===== config.mk =====
export PLATFORM = sky130hd
export DESIGN_NAME = spi_window_bridge
export DESIGN_NICKNAME = d
export VERILOG_FILES = /design/src/rtl/spi_win_pkg.sv /design/src/rtl/spi_win_regs.sv /design/src/rtl/spi_byte_shifter.sv /design/src/rtl/spi_win_seq.sv /design/src/rtl/spi_window_bridge.sv
export SDC_FILE = /design/constraint.sdc
export NUM_CORES = 1
export LEC_CHECK = 0
export ABC_AREA = 1
export CAP_MARGIN = 20
export CORE_AREA = 2 2 96 168
export DETAILED_ROUTE_END_ITERATION = 6
export DIE_AREA = 0 0 98 170
export GPL_ROUTABILITY_DRIVEN = 0
export PLACE_DENSITY = 0.68
export SLEW_MARGIN = 20
export SYNTH_ARGS = -nofsm -noshare
export SYNTH_HDL_FRONTEND = slang
export SYNTH_HIERARCHICAL = 1
export SYNTH_SLANG_ARGS = --single-unit

===== constraint.sdc =====
create_clock -name clk -period 4.3 [get_ports clk]
set_clock_uncertainty 0.15 [all_clocks]
set_input_delay 0.645 -clock clk [delete_from_list [all_inputs] [get_ports clk]]
set_output_delay 0.645 -clock clk [all_outputs]
set_load 0.05 [all_outputs]

===== src/rtl/spi_win_pkg.sv =====
package spi_win_pkg;
  localparam logic [1:0] MODE_USER     = 2'b11;
  localparam int         CTRL_STOP_BIT = 2;
  localparam int         WORD_W        = 32;

  typedef enum logic [1:0] {SQ_IDLE, SQ_LAUNCH, SQ_WAIT, SQ_RESP} seq_state_e;
  typedef enum logic [1:0] {SH_IDLE, SH_LOW, SH_HIGH} shf_state_e;
endpackage


===== src/rtl/spi_win_regs.sv =====
module spi_win_regs
  import spi_win_pkg::*;
#(
  parameter int NUM_CS  = 2,
  parameter int WE_BASE = 16,
  parameter int IDX_W   = 2
) (
  input  logic              clk,
  input  logic              rst_n,
  input  logic              wr_en,
  input  logic [IDX_W-1:0]  idx,
  input  logic [WORD_W-1:0] wr_data,
  output logic [WORD_W-1:0] rd_data,
  output logic [NUM_CS-1:0] user_mode,
  output logic [NUM_CS-1:0] wr_allow,
  output logic [NUM_CS-1:0] cs_n
);
  logic [NUM_CS-1:0][1:0] mode_q, mode_d;
  logic [NUM_CS-1:0]      stop_q, stop_d;
  logic [NUM_CS-1:0]      we_q, we_d;
  logic                   unused_wr;

  assign unused_wr = ^wr_data;

  always_comb begin
    mode_d = mode_q;
    stop_d = stop_q;
    we_d   = we_q;
    if (wr_en) begin
      if (idx == '0) begin
        we_d = wr_data[WE_BASE +: NUM_CS];
      end
      for (int k = 0; k < NUM_CS; k++) begin
        if (idx == IDX_W'(k + 1)) begin
          mode_d[k] = wr_data[1:0];
          stop_d[k] = wr_data[CTRL_STOP_BIT];
        end
      end
    end
  end

  always_ff @(posedge clk or negedge rst_n) begin
    if (!rst_n) begin
      mode_q <= '0;
      stop_q <= '0;
      we_q   <= '0;
    end else begin
      mode_q <= mode_d;
      stop_q <= stop_d;
      we_q   <= we_d;
    end
  end

  always_comb begin
    rd_data = '0;
    if (idx == '0) begin
      rd_data[WE_BASE +: NUM_CS] = we_q;
    end
    for (int k = 0; k < NUM_CS; k++) begin
      if (idx == IDX_W'(k + 1)) begin
        rd_data[1:0]          = mode_q[k];
        rd_data[CTRL_STOP_BIT] = stop_q[k];
      end
    end
  end

  for (genvar g = 0; g < NUM_CS; g++) begin : g_chip
    assign user_mode[g] = (mode_q[g] == MODE_USER);
    assign wr_allow[g]  = we_q[g];
    assign cs_n[g]      = !(user_mode[g] && !stop_q[g]);
  end

  // a configuration store is visible on the next cycle
  assert_cfg_store_R2: assert property (@(posedge clk) disable iff (!rst_n)
    (wr_en && idx == '0) |=> (we_q == $past(wr_data[WE_BASE +: NUM_CS])));
endmodule


===== src/rtl/spi_byte_shifter.sv =====
module spi_byte_shifter
  import spi_win_pkg::*;
#(
  parameter int CLK_DIV = 2
) (
  input  logic       clk,
  input  logic       rst_n,
  input  logic       start,
  input  logic [7:0] tx_byte,
  input  logic       miso,
  output logic       sclk,
  output logic       mosi,
  output logic       busy,
  output logic       done,
  output logic [7:0] rx_byte
);
  localparam int CNT_W = (CLK_DIV > 1) ? $clog2(CLK_DIV) : 1;
  localparam logic [CNT_W-1:0] CNT_LAST = CNT_W'(CLK_DIV - 1);

  shf_state_e       st_q, st_d;
  logic [CNT_W-1:0] cnt_q, cnt_d;
  logic [2:0]       bit_q, bit_d;
  logic [7:0]       sh_q, sh_d;
  logic [7:0]       rx_q, rx_d;
  logic             sclk_q, sclk_d;
  logic             done_q, done_d;

  always_comb begin
    st_d   = st_q;
    cnt_d  = cnt_q;
    bit_d  = bit_q;
    sh_d   = sh_q;
    rx_d   = rx_q;
    sclk_d = sclk_q;
    done_d = 1'b0;
    unique case (st_q)
      SH_IDLE: begin
        if (start) begin
          sh_d  = tx_byte;
          bit_d = '0;
          cnt_d = '0;
          st_d  = SH_LOW;
        end
      end
      SH_LOW: begin
        if (cnt_q == CNT_LAST) begin
          cnt_d  = '0;
          sclk_d = 1'b1;
          rx_d   = {rx_q[6:0], miso};
          st_d   = SH_HIGH;
        end else begin
          cnt_d = cnt_q + 1'b1;
        end
      end
      SH_HIGH: begin
        if (cnt_q == CNT_LAST) begin
          cnt_d  = '0;
          sclk_d = 1'b0;
          if (bit_q == 3'd7) begin
            st_d   = SH_IDLE;
            done_d = 1'b1;
          end else begin
            bit_d = bit_q + 1'b1;
            sh_d  = {sh_q[6:0], 1'b0};
            st_d  = SH_LOW;
          end
        end else begin
          cnt_d = cnt_q + 1'b1;
        end
      end
      default: st_d = SH_IDLE;
    endcase
  end

  always_ff @(posedge clk or negedge rst_n) begin
    if (!rst_n) begin
      st_q   <= SH_IDLE;
      cnt_q  <= '0;
      bit_q  <= '0;
      sh_q   <= '0;
      rx_q   <= '0;
      sclk_q <= 1'b0;
      done_q <= 1'b0;
    end else begin
      st_q   <= st_d;
      cnt_q  <= cnt_d;
      bit_q  <= bit_d;
      sh_q   <= sh_d;
      rx_q   <= rx_d;
      sclk_q <= sclk_d;
      done_q <= done_d;
    end
  end

  assign busy    = (st_q != SH_IDLE);
  assign sclk    = sclk_q;
  assign mosi    = busy & sh_q[7];
  assign done    = done_q;
  assign rx_byte = rx_q;

  // SCLK rests low whenever no byte is in flight
  assert_sclk_idle_low_R10: assert property (@(posedge clk) disable iff (!rst_n)
    !busy |-> !sclk);
  // a byte ends on a falling SCLK edge
  assert_done_on_fall_R10: assert property (@(posedge clk) disable iff (!rst_n)
    done |-> ($past(sclk) && !sclk));
endmodule


===== src/rtl/spi_win_seq.sv =====
module spi_win_seq
  import spi_win_pkg::*;
#(
  parameter int NUM_CS = 2,
  parameter int ADDR_W = 8,
  parameter int CS_W   = 1,
  parameter int IDX_W  = 2
) (
  input  logic              clk,
  input  logic              rst_n,
  input  logic              bus_valid,
  input  logic              bus_write,
  input  logic [ADDR_W-1:0] bus_addr,
  input  logic [2:0]        bus_size,
  input  logic [WORD_W-1:0] bus_wdata,
  output logic [WORD_W-1:0] bus_rdata,
  output logic              bus_ready,
  input  logic [NUM_CS-1:0] user_mode,
  input  logic [NUM_CS-1:0] wr_allow,
  input  logic [WORD_W-1:0] reg_rdata,
  output logic              reg_wr_en,
  output logic [IDX_W-1:0]  reg_idx,
  input  logic              shf_busy,
  input  logic              shf_done,
  input  logic [7:0]        shf_rx,
  output logic              shf_start,
  output logic [7:0]        shf_tx
);
  seq_state_e        st_q, st_d;
  logic [2:0]        size_q, size_d;
  logic [1:0]        idx_q, idx_d;
  logic              wr_q, wr_d;
  logic [WORD_W-1:0] data_q, data_d;
  logic [WORD_W-1:0] rdata_q, rdata_d;

  logic              is_win, chip_user, chip_we, size_ok, go;
  logic [CS_W-1:0]   chip_idx;
  logic              unused_addr;

  assign unused_addr = ^bus_addr;
  assign is_win   = bus_addr[ADDR_W-1];
  assign chip_idx = bus_addr[ADDR_W-2 -: CS_W];
  assign reg_idx  = bus_addr[IDX_W+1:2];
  assign size_ok  = (bus_size != 3'd0) && (bus_size <= 3'd4);

  always_comb begin
    chip_user = 1'b0;
    chip_we   = 1'b0;
    for (int k = 0; k < NUM_CS; k++) begin
      if (chip_idx == CS_W'(k)) begin
        chip_user = user_mode[k];
        chip_we   = wr_allow[k];
      end
    end
  end

  assign go = size_ok && chip_user && (!bus_write || chip_we);

  always_comb begin
    st_d      = st_q;
    size_d    = size_q;
    idx_d     = idx_q;
    wr_d      = wr_q;
    data_d    = data_q;
    rdata_d   = rdata_q;
    reg_wr_en = 1'b0;
    unique case (st_q)
      SQ_IDLE: begin
        if (bus_valid) begin
          if (!is_win) begin
            reg_wr_en = bus_write;
            rdata_d   = bus_write ? '0 : reg_rdata;
            st_d      = SQ_RESP;
          end else if (go) begin
            size_d  = bus_size;
            wr_d    = bus_write;
            data_d  = bus_wdata;
            idx_d   = '0;
            rdata_d = '0;
            st_d    = SQ_LAUNCH;
          end else begin
            rdata_d = bus_write ? '0 : '1;
            st_d    = SQ_RESP;
          end
        end
      end
      SQ_LAUNCH: st_d = SQ_WAIT;
      SQ_WAIT: begin
        if (shf_done) begin
          rdata_d[{idx_q, 3'b000} +: 8] = wr_q ? 8'h00 : shf_rx;
          if ({1'b0, idx_q} == size_q - 3'd1) begin
            st_d = SQ_RESP;
          end else begin
            idx_d = idx_q + 1'b1;
            st_d  = SQ_LAUNCH;
          end
        end
      end
      SQ_RESP: st_d = SQ_IDLE;
      default: st_d = SQ_IDLE;
    endcase
  end

  always_ff @(posedge clk or negedge rst_n) begin
    if (!rst_n) begin
      st_q    <= SQ_IDLE;
      size_q  <= '0;
      idx_q   <= '0;
      wr_q    <= 1'b0;
      data_q  <= '0;
      rdata_q <= '0;
    end else begin
      st_q    <= st_d;
      size_q  <= size_d;
      idx_q   <= idx_d;
      wr_q    <= wr_d;
      data_q  <= data_d;
      rdata_q <= rdata_d;
    end
  end

  assign shf_start = (st_q == SQ_LAUNCH);
  assign shf_tx    = wr_q ? data_q[{idx_q, 3'b000} +: 8] : 8'h00;
  assign bus_ready = (st_q == SQ_RESP);
  assign bus_rdata = rdata_q;

  // completion is a single-cycle pulse
  assert_ready_pulse_R11: assert property (@(posedge clk) disable iff (!rst_n)
    bus_ready |=> !bus_ready);
  // no completion while a byte is still shifting
  assert_ready_not_busy_R11: assert property (@(posedge clk) disable iff (!rst_n)
    shf_busy |-> !bus_ready);
  // a new byte is launched only into an idle shifter
  assert_start_when_idle_R10: assert property (@(posedge clk) disable iff (!rst_n)
    shf_start |-> !shf_busy);
endmodule


===== src/rtl/spi_window_bridge.sv =====
module spi_window_bridge
  import spi_win_pkg::*;
#(
  parameter int NUM_CS  = 2,
  parameter int ADDR_W  = 8,
  parameter int CLK_DIV = 2,
  parameter int WE_BASE = 16
) (
  input  logic              clk,
  input  logic              rst_n,
  input  logic              bus_valid,
  input  logic              bus_write,
  input  logic [ADDR_W-1:0] bus_addr,
  input  logic [2:0]        bus_size,
  input  logic [31:0]       bus_wdata,
  output logic [31:0]       bus_rdata,
  output logic              bus_ready,
  output logic              spi_sclk,
  output logic              spi_mosi,
  input  logic              spi_miso,
  output logic [NUM_CS-1:0] spi_cs_n
);
  localparam int CS_W  = (NUM_CS > 1) ? $clog2(NUM_CS) : 1;
  localparam int IDX_W = $clog2(NUM_CS + 1);

  logic [1:0]        rst_pipe;
  logic              rst_sync_n;
  logic [NUM_CS-1:0] user_mode, wr_allow;
  logic [31:0]       reg_rdata;
  logic              reg_wr_en;
  logic [IDX_W-1:0]  reg_idx;
  logic              shf_busy, shf_done, shf_start;
  logic [7:0]        shf_rx, shf_tx;

  always_ff @(posedge clk or negedge rst_n) begin
    if (!rst_n) rst_pipe <= '0;
    else        rst_pipe <= {rst_pipe[0], 1'b1};
  end
  assign rst_sync_n = rst_pipe[1];

  spi_win_regs #(.NUM_CS(NUM_CS), .WE_BASE(WE_BASE), .IDX_W(IDX_W)) u_regs (
    .clk(clk), .rst_n(rst_sync_n), .wr_en(reg_wr_en), .idx(reg_idx),
    .wr_data(bus_wdata), .rd_data(reg_rdata), .user_mode(user_mode),
    .wr_allow(wr_allow), .cs_n(spi_cs_n)
  );

  spi_win_seq #(.NUM_CS(NUM_CS), .ADDR_W(ADDR_W), .CS_W(CS_W), .IDX_W(IDX_W)) u_seq (
    .clk(clk), .rst_n(rst_sync_n), .bus_valid(bus_valid), .bus_write(bus_write),
    .bus_addr(bus_addr), .bus_size(bus_size), .bus_wdata(bus_wdata),
    .bus_rdata(bus_rdata), .bus_ready(bus_ready), .user_mode(user_mode),
    .wr_allow(wr_allow), .reg_rdata(reg_rdata), .reg_wr_en(reg_wr_en),
    .reg_idx(reg_idx), .shf_busy(shf_busy), .shf_done(shf_done),
    .shf_rx(shf_rx), .shf_start(shf_start), .shf_tx(shf_tx)
  );

  spi_byte_shifter #(.CLK_DIV(CLK_DIV)) u_shf (
    .clk(clk), .rst_n(rst_sync_n), .start(shf_start), .tx_byte(shf_tx),
    .miso(spi_miso), .sclk(spi_sclk), .mosi(spi_mosi), .busy(shf_busy),
    .done(shf_done), .rx_byte(shf_rx)
  );

  // a chip that is not in user mode never has its select asserted
  for (genvar g = 0; g < NUM_CS; g++) begin : g_cs_chk
    assert_cs_needs_user_R9: assert property (@(posedge clk) disable iff (!rst_sync_n)
      !user_mode[g] |-> spi_cs_n[g]);
  end
endmodule


==> metrics.txt <==
run status=complete, no violations; CP Max Fanout=5; buffers added on ports=80; start point of the critical path=u_shf/st_q[0]$_DFFE_PN0P_; flop and latch count out of synthesis=about 110; critical path endpoint category=output port; share of the core filled with cells=0.468; Final Max Tran Viols=0; latest clock arrival within the worst-skew pair=0.35 ns; worst r2r src=u_seq/idx_q[1]$_DFFE_PN0P_; capturing element of the worst setup path=spi_mosi; number of buffers inserted by hold repair at cts=0; # diodes=0; cells taking the most area after synthesis=sky130_fd_sc_hd__dfrtp_1 (44%), sky130_fd_sc_hd__nand2_1 (16%), sky130_fd_sc_hd__nor2_1 (9.1%); sequential share of power=0.516; number of instances in the synthesized netlist=between 800 and 900; max capacitance violation total=0; HPWL after detailed placement=between 10000 and 15000 um; power density over the cells=~270 mW/mm^2; fill cell count=1554; Gates resized, CTS repair=0; setup repair bufs after CTS=0; Critical Path Max Stage Delay=slightly above 0.8 ns; RSZ-0062 raised after global routing=no; total global routing overflow=0; number of primary I/O pins=85; number of vias in the routed layout=5168; number of global-route vias before repair=around 5k; Total GRT Usage=0.176; mean routed wirelength per cell=~13 um; internal power summed over all cells=about 1.5 mW; transition time of the tightest slew-check pin=between 0.9 and 1 ns; fin nets=970; share of synthesized area occupied by flip-flops and latches=0.441; DR pass1 iterations=4; top cell type by total area after synthesis=sky130_fd_sc_hd__dfrtp_1; detailed-route DRC error count=0; minimum setup slack among reg-to-reg paths=roughly 1.7 ns; Final Hold Fails=0; depth of the CTS H-tree=3; Max Clock Freq=351 MHz; total standard cell area after synthesis=about 0.006 mm^2; Root Buffer=sky130_fd_sc_hd__clkbuf_16; maximum buffer depth of the clock tree=2; Area after DPL=a little under 0.007 mm^2; worst endpoint required time=3.50 ns; Critical Path Source Type=flip-flop; final critical-path required period=between 2 and 3 ns; growth of design area from synthesis to finish=18.6%; final-report setup violation count=0; post-synthesis average cell area=7.10 um^2; data arrival time of the worst path=between 2 and 2.5 ns; path class of the lowest-slack min-delay path=reg -> async; Syn. warnings=6; worst slew slack as a fraction of its limit=0.385; core area=about 0.015 mm^2; highest-delay cell along the critical path=sky130_fd_sc_hd__clkdlybuf4s50_1; vias per cell=about 4.7; Total Routed Length=~14000 um; final setup TNS=0 ns; clock buffer count from CTS=9; Starting Density=0.394; Finished Cell Area=0.00713 mm^2; proportion of register bits with asynchronous set or reset after synthesis=1.00; Worst IR Drop VDD=0.156 mV; x dimension of the die=roughly 98 um; Comb power frac=0.052; TritonCTS clock tree=yes; initial antenna violation count=0; power spent charging and discharging nets=432 uW; share of final-layout standard cells stronger than drive strength 1=0.0547; count of different cell masters after synthesis=29; depth of the most critical reg-to-reg path=7; count of flip-flops with a built-in enable after synthesis=0; Switching Fraction=0.221; endpoint of the lowest-slack register-to-register path=u_seq/bus_rdata[2]$_DFFE_PN0P_; static leakage=3.65 nW; Iter 0 DRT Violations=between 200 and 250; clock tree sinks=about 110; sequential cell area in the final layout=around 0.0027 mm^2; type of the setup path with the least slack=reg -> out; multi-input logic area=approximately 0.0028 mm^2; number of nets with antenna violations after routing=0; proportion of netlist area held by the largest area contributor=0.441; CP Cell Sequence=inv_1, ha_1, nor2_1, clkdlybuf4s50_1; relative contribution of the clock network to total power=0.432; Worst-path clk slew=around 0.070 ns; smallest setup slack after layout=between 1 and 1.5 ns; first-pass GRT wire length=roughly 24000 um; dominant register cell in the synthesized netlist=sky130_fd_sc_hd__dfrtp_1; period utilization=0.663; floorplan row count=60; full die area=0.0167 mm^2; worst-case setup slack after placement=around 1.3 ns; pin count of the biggest net entering global routing=80; vertical die dimension=170 um
==> placed cells by master (no fill, tap or decap), drive strengths merged, types with 4 or more instances in the layout <==
cell type        n
a21oi           47
buf              8
clkbuf          11
clkdlybuf4s50   80
clkinv           4
conb            28
dfrtp          106
ha              13
inv             77
nand2          270
nand3           39
nand4           14
nor2           149
o21ai           56
or2              4
==> registers in the layout (all words and copies together) (netlist names) <==
name,flops
rst_pipe,2
u_regs/mode_q,4
u_regs/stop_q,2
u_regs/wr_allow,2
u_seq/bus_rdata,32
u_seq/data_q,32
u_seq/idx_q,2
u_seq/size_q,3
u_seq/st_q,2
u_seq/wr_q,1
u_shf/bit_q,3
u_shf/cnt_q,1
u_shf/done,1
u_shf/rx_byte,8
u_shf/sclk,1
u_shf/sh_q,8
u_shf/st_q,2
==> kinds of logic after synthesis <==
family,Yosys count,synth area share
DFF,106,0.441
buffers and inverters,142,0.116
other,2,0.00125
AOI/OAI and AO/OA,104,0.0874
adders and majority gates,13,0.0271
xor gates and xnor gates,1,0.00146
and+or+nand+nor,479,0.326
==> power groups by stage <==
stage	clock, mW	combinational [mW]	sequential [mW]
3_5_place_dp	0	0.0935	1.03
5_1_grt	0.904	0.118	1.01
2_1_floorplan	0	0.0585	1.03
6_report	0.842	0.102	1.01
3_3_place_gp	0	0.0934	1.03
4_1_cts	0.860	0.0938	1.01
==> metrics by stage <==
| stage | hold WS, ns | power [mW] | instances |
|---|---|---|---|
| after floorplan | 0.181 | 1.09 | 873 |
| after global placement | 0.186 | 1.13 | 1083 |
| after detailed placement | 0.187 | 1.13 | 1083 |
| after CTS | 0.213 | 1.97 | 1099 |
| after global routing | 0.230 | 2.03 | 1100 |
| final | 0.176 | 1.95 | 1100 |
==> routing by layer <==
metal	track usage	vias up	wire length, um
met2	0.327	111	7670
met4	0.0761	0	438
li1	-	2698	-
met5	0	-	0
met3	0.0189	29	364
met1	0.201	2330	5560
==> worst max-delay path, delay by kind of cell (launching register included) <==
family | cells | cell delay, ns
buffers and inverters | 2 | 0.89
flip-flops | 1 | 0.42
AND/OR/NAND/NOR | 1 | 0.13
adder cells (fa/ha/maj) | 1 | 0.26
==> cell type report <==
class / count / share of cell area
tap: 186 / 0.0326
multi-input combinational: 625 / 0.387
clock buffer: 11 / 0.0340
timing repair buffer: 88 / 0.122
clock inverter: 5 / 0.00878
sequential: 106 / 0.373
inverter: 79 / 0.0423
==> worst min-delay path by stage <==
| stage | to | slack, ns | cells after the start |
|---|---|---|---|
| floorplan | rst_pipe[1]$_DFF_PN0_ | 0.18 | 0 |
| global placement | rst_pipe[1]$_DFF_PN0_ | 0.19 | 0 |
| detailed placement | rst_pipe[1]$_DFF_PN0_ | 0.19 | 0 |
| CTS | rst_pipe[1]$_DFF_PN0_ | 0.21 | 0 |
| global route | u_seq/data_q[4]$_DFFE_PN0P_ | 0.23 | 0 |
| finish | u_seq/data_q[4]$_DFFE_PN0P_ | 0.18 | 0 |
==> cells in the mapped netlist (2+ instances only) <==
cell type                    n
sky130_fd_sc_hd__nor3_1      2
sky130_fd_sc_hd__conb_1      2
sky130_fd_sc_hd__dfrtp_1   106
sky130_fd_sc_hd__a21oi_1    47
sky130_fd_sc_hd__nor2_4      2
sky130_fd_sc_hd__clkbuf_1   16
sky130_fd_sc_hd__buf_1       3
sky130_fd_sc_hd__nand3_1    36
sky130_fd_sc_hd__buf_6       3
sky130_fd_sc_hd__nand4_1    14
sky130_fd_sc_hd__nand2_1   264
sky130_fd_sc_hd__nand3_2     3
sky130_fd_sc_hd__inv_1      67
sky130_fd_sc_hd__buf_2       7
sky130_fd_sc_hd__inv_2       7
sky130_fd_sc_hd__or2_2       4
sky130_fd_sc_hd__clkinv_1    3
sky130_fd_sc_hd__buf_4      34
sky130_fd_sc_hd__inv_4       2
sky130_fd_sc_hd__o21ai_0    54
sky130_fd_sc_hd__nand2_2     6
sky130_fd_sc_hd__nor2_1    146
sky130_fd_sc_hd__ha_1       13
No activity file was read; power rests on OpenSTA's default activity.
